==> src/rtl/gpio_pkg.sv <==
package gpio_pkg;
  localparam int unsigned BANK_W     = 32;
  localparam int unsigned REG_STRIDE = 32'h20;
  localparam int unsigned OFF_SET    = 32'h00;
  localparam int unsigned OFF_CLR    = 32'h04;
  localparam int unsigned OFF_INP    = 32'h08;
  localparam int unsigned CAP_BASE   = 32'h200;

  function automatic int bank_width(int pins, int k);
    int rem;
    rem = pins - k * BANK_W;
    return (rem > BANK_W) ? BANK_W : rem;
  endfunction
endpackage

==> src/rtl/gpio_sync.sv <==
module gpio_sync #(
  parameter int W = 8
) (
  input  logic         clk_i,
  input  logic [W-1:0] d_i,
  output logic [W-1:0] q_o
);
  // no reset: the stages must track pads while reset is held
  logic [W-1:0] s1_q, s2_q;

  always_ff @(posedge clk_i) begin
    s1_q <= d_i;
    s2_q <= s1_q;
  end

  assign q_o = s2_q;
endmodule

==> src/rtl/gpio_bank.sv <==
module gpio_bank #(
  parameter int W = 32
) (
  input  logic         clk_i,
  input  logic         rst_ni,
  input  logic         set_we_i,
  input  logic         clr_we_i,
  input  logic         inp_we_i,
  input  logic [W-1:0] wdata_i,
  input  logic [W-1:0] lvl_i,
  output logic [W-1:0] out_o,
  output logic [W-1:0] oe_o,
  output logic [W-1:0] irq_o
);
  logic [W-1:0] out_q, oe_q, irq_q;
  logic [W-1:0] out_d, oe_d;

  always_comb begin
    out_d = out_q;
    oe_d  = oe_q;
    if (set_we_i) begin
      out_d = out_d | wdata_i;
      oe_d  = oe_d | wdata_i;
    end
    if (clr_we_i) begin
      out_d = out_d & ~wdata_i;
      oe_d  = oe_d | wdata_i;
    end
    if (inp_we_i) oe_d = oe_d & ~wdata_i;
  end

  always_ff @(posedge clk_i or negedge rst_ni) begin
    if (!rst_ni) begin
      out_q <= '0;
      oe_q  <= '0;
      irq_q <= '0;
    end else begin
      out_q <= out_d;
      oe_q  <= oe_d;
      // next direction, so request and drive switch on one edge
      irq_q <= lvl_i & ~oe_d;
    end
  end

  assign out_o = out_q;
  assign oe_o  = oe_q;
  assign irq_o = irq_q;
endmodule

==> src/rtl/gpio_rstcap.sv <==
module gpio_rstcap #(
  parameter int W = 64
) (
  input  logic         clk_i,
  input  logic         rst_ni,
  input  logic [W-1:0] lvl_i,
  output logic [W-1:0] cap_o,
  output logic         vld_o
);
  logic [W-1:0] cap_q;
  logic         vld_q;

  always_ff @(posedge clk_i or negedge rst_ni) begin
    if (!rst_ni) begin
      cap_q <= '0;
      vld_q <= 1'b0;
    end else if (!vld_q) begin
      cap_q <= lvl_i;
      vld_q <= 1'b1;
    end
  end

  assign cap_o = cap_q;
  assign vld_o = vld_q;
endmodule

==> src/rtl/gpio_bank_ctrl.sv <==
module gpio_bank_ctrl
  import gpio_pkg::*;
#(
  parameter int NUM_PINS = 75,
  parameter int CAP_PINS = 64,
  parameter int ADDR_W   = 10
) (
  input  logic                clk_i,
  input  logic                rst_ni,
  input  logic [ADDR_W-1:0]   addr_i,
  input  logic [31:0]         wdata_i,
  input  logic                we_i,
  output logic [31:0]         rdata_o,
  input  logic [NUM_PINS-1:0] gpio_i,
  output logic [NUM_PINS-1:0] gpio_o,
  output logic [NUM_PINS-1:0] gpio_oe_o,
  output logic [NUM_PINS-1:0] irq_o
);
  localparam int NUM_BANKS = (NUM_PINS + BANK_W - 1) / BANK_W;
  localparam int PAD_W     = NUM_BANKS * BANK_W;
  localparam int CAP_W     = (CAP_PINS < NUM_PINS) ? CAP_PINS : NUM_PINS;
  localparam int CAP_WORDS = (CAP_W + BANK_W - 1) / BANK_W;
  localparam int CAP_PAD_W = CAP_WORDS * BANK_W;

  logic [NUM_PINS-1:0]  sync_q;
  logic [PAD_W-1:0]     lvl_pad;
  logic [CAP_W-1:0]     cap_q;
  logic                 cap_vld_q;
  logic [CAP_PAD_W-1:0] cap_pad;

  gpio_sync #(.W(NUM_PINS)) u_sync (
    .clk_i (clk_i),
    .d_i   (gpio_i),
    .q_o   (sync_q)
  );

  gpio_rstcap #(.W(CAP_W)) u_cap (
    .clk_i  (clk_i),
    .rst_ni (rst_ni),
    .lvl_i  (sync_q[CAP_W-1:0]),
    .cap_o  (cap_q),
    .vld_o  (cap_vld_q)
  );

  for (genvar k = 0; k < NUM_BANKS; k++) begin : g_bank
    localparam int W    = bank_width(NUM_PINS, k);
    localparam int BASE = k * BANK_W;
    logic set_we, clr_we, inp_we;

    assign set_we = we_i && (addr_i == ADDR_W'(k * REG_STRIDE + OFF_SET));
    assign clr_we = we_i && (addr_i == ADDR_W'(k * REG_STRIDE + OFF_CLR));
    assign inp_we = we_i && (addr_i == ADDR_W'(k * REG_STRIDE + OFF_INP));

    gpio_bank #(.W(W)) u_bank (
      .clk_i    (clk_i),
      .rst_ni   (rst_ni),
      .set_we_i (set_we),
      .clr_we_i (clr_we),
      .inp_we_i (inp_we),
      .wdata_i  (wdata_i[W-1:0]),
      .lvl_i    (sync_q[BASE +: W]),
      .out_o    (gpio_o[BASE +: W]),
      .oe_o     (gpio_oe_o[BASE +: W]),
      .irq_o    (irq_o[BASE +: W])
    );
  end

  assign lvl_pad = PAD_W'(sync_q);
  assign cap_pad = CAP_PAD_W'(cap_q);

  always_comb begin
    rdata_o = '0;
    for (int k = 0; k < NUM_BANKS; k++) begin
      if (addr_i == ADDR_W'(k * REG_STRIDE + OFF_SET))
        rdata_o = lvl_pad[k*BANK_W +: BANK_W];
    end
    for (int w = 0; w < CAP_WORDS; w++) begin
      if (addr_i == ADDR_W'(CAP_BASE + 4 * w))
        rdata_o = cap_pad[w*BANK_W +: BANK_W];
    end
  end
endmodule

==> config.mk <==
export PLATFORM = sky130hd
export DESIGN_NAME = gpio_bank_ctrl
export DESIGN_NICKNAME = d
export VERILOG_FILES = /design/src/rtl/gpio_pkg.sv /design/src/rtl/gpio_sync.sv /design/src/rtl/gpio_bank.sv /design/src/rtl/gpio_rstcap.sv /design/src/rtl/gpio_bank_ctrl.sv
export SDC_FILE = /design/constraint.sdc
export NUM_CORES = 1
export LEC_CHECK = 0
export CAP_MARGIN = 10
export CORE_ASPECT_RATIO = 1.4
export CORE_MARGIN = 2
export CORE_UTILIZATION = 49
export CTS_CLUSTER_DIAMETER = 50
export CTS_CLUSTER_SIZE = 28
export DETAILED_ROUTE_END_ITERATION = 16
export PLACE_DENSITY_LB_ADDON = 0.3
export SLEW_MARGIN = 5
export SYNTH_ARGS = -nofsm -noshare
export SYNTH_HDL_FRONTEND = slang
export SYNTH_SLANG_ARGS = --single-unit
==> constraint.sdc <==
create_clock -name clk_i -period 2.8 [get_ports clk_i]
set_clock_uncertainty 0.2 [all_clocks]
set_input_delay 0.56 -clock clk_i [delete_from_list [all_inputs] [get_ports clk_i]]
set_output_delay 0.56 -clock clk_i [all_outputs]
set_load 0.01 [all_outputs]
==> reports/metrics.csv <==
metric;value;unit
Routed Antenna Nets;0;
hold_sp;u_sync.s1_q[11];
GPL Wtd Cong;0.845;
flop-to-flop setup slack;1050;ps
period utilization;115;%
Rel. slew slack;63.7;%
Synth Net Count;1396;
WS Path Type;input pin to output port;
Reg-to-Reg End;u_cap.cap_o[43];
hold path cells;0;
failing checks;negative setup slack;
clock sink count;440;
Worst-Margin Slew;544;ps
metal2 WL;24400;um
RSZ-0062 raised after global routing;true;
leakage power;9.82;nW
r2r startpoint;u_cap.vld_o;
core area;0.0316;mm^2
area leader, netlist;dfrtp_1;
final net count;1784;
number of max-cap violations;0;
GR Util All Layers;28.0;%
outcome;finished with violations;
maximum buffer depth of the clock tree;3;
Worst Path Max Fanout;5;
clock latency on the worst-skew pair;590;ps
unique cell type count in the Yosys netlist;35;
global-route wire length before repair;72200;um
total gr overflow;0;
CTS tree;done;
syn_area_per_cell;12.3;um^2
drt first pass iters;5;
starting density of the core;49.8;%
Worst Hold Class;flip-flop to flip-flop;
Min-Delay Endpoint;u_sync.q_o[11];
Routed met1 length;17800;um
die width;155;um
Die Height;216;um
setup TNS;-9690;ps
met3 WL post-DR;3430;um
crit start category;input pin;
Port Buf Inserts;376;
Cell Rows;77;
Power Total;12.9;mW
FF+latch count, synth;440;
min cycle time layout;3220;ps
endpoint class of the critical path;output port;
CTS Root Buffer Type;clkbuf_16;
sequential area share after synthesis;65.2;%
Syn Std Cell Area;0.0157;mm^2
hpwl dp;31800;um
P per Cell Area;587;mW/mm^2
Peak VDD IR;0.608;mV
highest metal layer with signal wires;met4;
initial antenna violation count;6;
share of cells above drive strength 1;17.5;%
vias after detailed routing;12000;
Critical Path RT;2040;ps
Final Hold Slack;122;ps
setup ws final;-422;ps
Detailed Route WL;48300;um
drt drc;0;
Synthesis Warnings;0;
DRT iter0 DRCs;770;
Synth-to-Final Area Change;39.6;%
Max Slew Vio Count;0;
Worst EP arrival;2460;ps
Hold Fails Final Rpt;0;
top cell type's share of synthesized area;46.1;%
IO Pins;377;
H-tree depth;1;
vias in the first global route;12400;
Reg2Reg Depth;2;
Avg WL per Cell;23.1;um
cts bufs inserted;31;
Synth Instances;1276;
vias per inst;5.72;
largest net degree at the start of global routing;62;
synth top area cells;dfrtp_1 46%, dfxtp_1 19%, mux2_2 5.4%;
# setup viols final;32;
Clock transition at path regs;90;ps
die area;0.0336;mm^2
Max Freq;310;MHz
placed cells by master, fill, tap and decap left out, types with 3 or more instances in the layout:
cell and n:
buf_8 3, inv_16 4, a21oi_1 128, clkbuf_16 34, buf_4 50, inv_1 43
buf_12 26, dfxtp_1 150, o22ai_1 6, dfrtp_1 289, nor2_1 24, clkinv_8 7
a22oi_1 21, o22ai_2 21, nor2b_1 75, nand2_1 77, mux2_2 75, clkdlybuf4s50_1 333
o211a_1 20, o21ai_0 43, dlymetal6s2s_1 3, inv_6 3, buf_6 15, buf_2 22
o22ai_4 4, clkinv_4 3, nor4_4 4, nand4_1 44, mux2i_1 63, inv_8 6
diode_2 7, a32o_1 64
what timing repair did:
action | in CTS | in global routing
gates cloned | 4 | 3
endpoints found under the hold margin | 52 | 0
gates resized for setup | 186 | 26
setup endpoints to repair | 32 | 32
pin swaps | 20 | 18
buffers inserted | 10 | 2
hold buffers | 1 | 0
power breakdown:
group	leakage [nW]	switching, mW	internal (mW)
clock	0.558	2.62	2.35
sequential	4.79	0.180	6.62
combinational	4.47	0.530	0.591
per-layer routing:
| metal | vias up | track usage (%) |
|---|---|---|
| met5 | - | 0 |
| met4 | 0 | 15.0 |
| met3 | 130 | 4.94 |
| met2 | 509 | 47.9 |
| met1 | 6004 | 33.6 |
| li1 | 5311 | - |
cells by family after synthesis:
| group | after synthesis | share of synthesized area, % |
|---|---|---|
| AND/OR/NAND/NOR | 237 | 8.01 |
| AO/OA/AOI/OAI | 310 | 13.2 |
| multiplexers | 138 | 9.38 |
| flip-flops | 440 | 65.2 |
| other | 1 | 0.0238 |
| buffers and inverters | 150 | 4.17 |
how the worst max path moves through the flow:
| stage | from | end | slack, ps | cells after the start |
|---|---|---|---|---|
| after floorplan | addr_i[1] | rdata_o[11] | 30 | 6 |
| final | addr_i[9] | rdata_o[16] | -420 | 9 |
| after global placement | addr_i[1] | rdata_o[28] | -1110 | 7 |
| after detailed placement | addr_i[1] | rdata_o[29] | -1140 | 7 |
| after CTS | addr_i[9] | rdata_o[18] | -400 | 7 |
| after global routing | addr_i[9] | rdata_o[16] | -440 | 9 |
worst max-delay path, stage by stage:
cell and delay [ps]:
buf_6 90, or4_4 540, or3_4 410, buf_12 160, buf_12 130, buf_8 120, o22ai_2 140, o211a_1 180
buf_2 130
stage by stage:
stage	worst slack (ps)	cell area, um^2	cells	util [%]
2_1_floorplan	31.9	15700	1276	-
3_3_place_gp	-1110	20300	2007	64.3
3_5_place_dp	-1140	20300	2007	64.3
4_1_cts	-401	21800	2080	68.8
5_1_grt	-445	22000	2090	69.5
6_report	-422	22000	2091	69.5
synthesized netlist by cell type, drive strengths merged:
cell type,number
or4,1
and2,1
nor2,24
nor3b,1
dfrtp,290
mux2,75
buf,61
nor3,1
nor4,4
dfxtp,150
a22oi,21
o211a,20
nand3,1
or3,1
o21a,1
nor4b,1
clkbuf,46
conb,1
nand3b,2
nor2b,76
nand2,77
o22ai,31
o22a,2
and3,2
inv,43
nand4,44
a21oi,128
a32o,64
o21ai,43
and4,1
mux2i,63
cell type report:
type / instances / area, um^2
multi-input combinational: 686 / 5080
timing repair buffer: 462 / 4790
antenna: 7 / 17.5
clock inverter: 26 / 365
clock buffer: 32 / 779
tap: 395 / 494
inverter: 43 / 161
fill: 2255 / 9640
sequential: 440 / 10300
No activity file was read; power rests on OpenSTA's default activity.
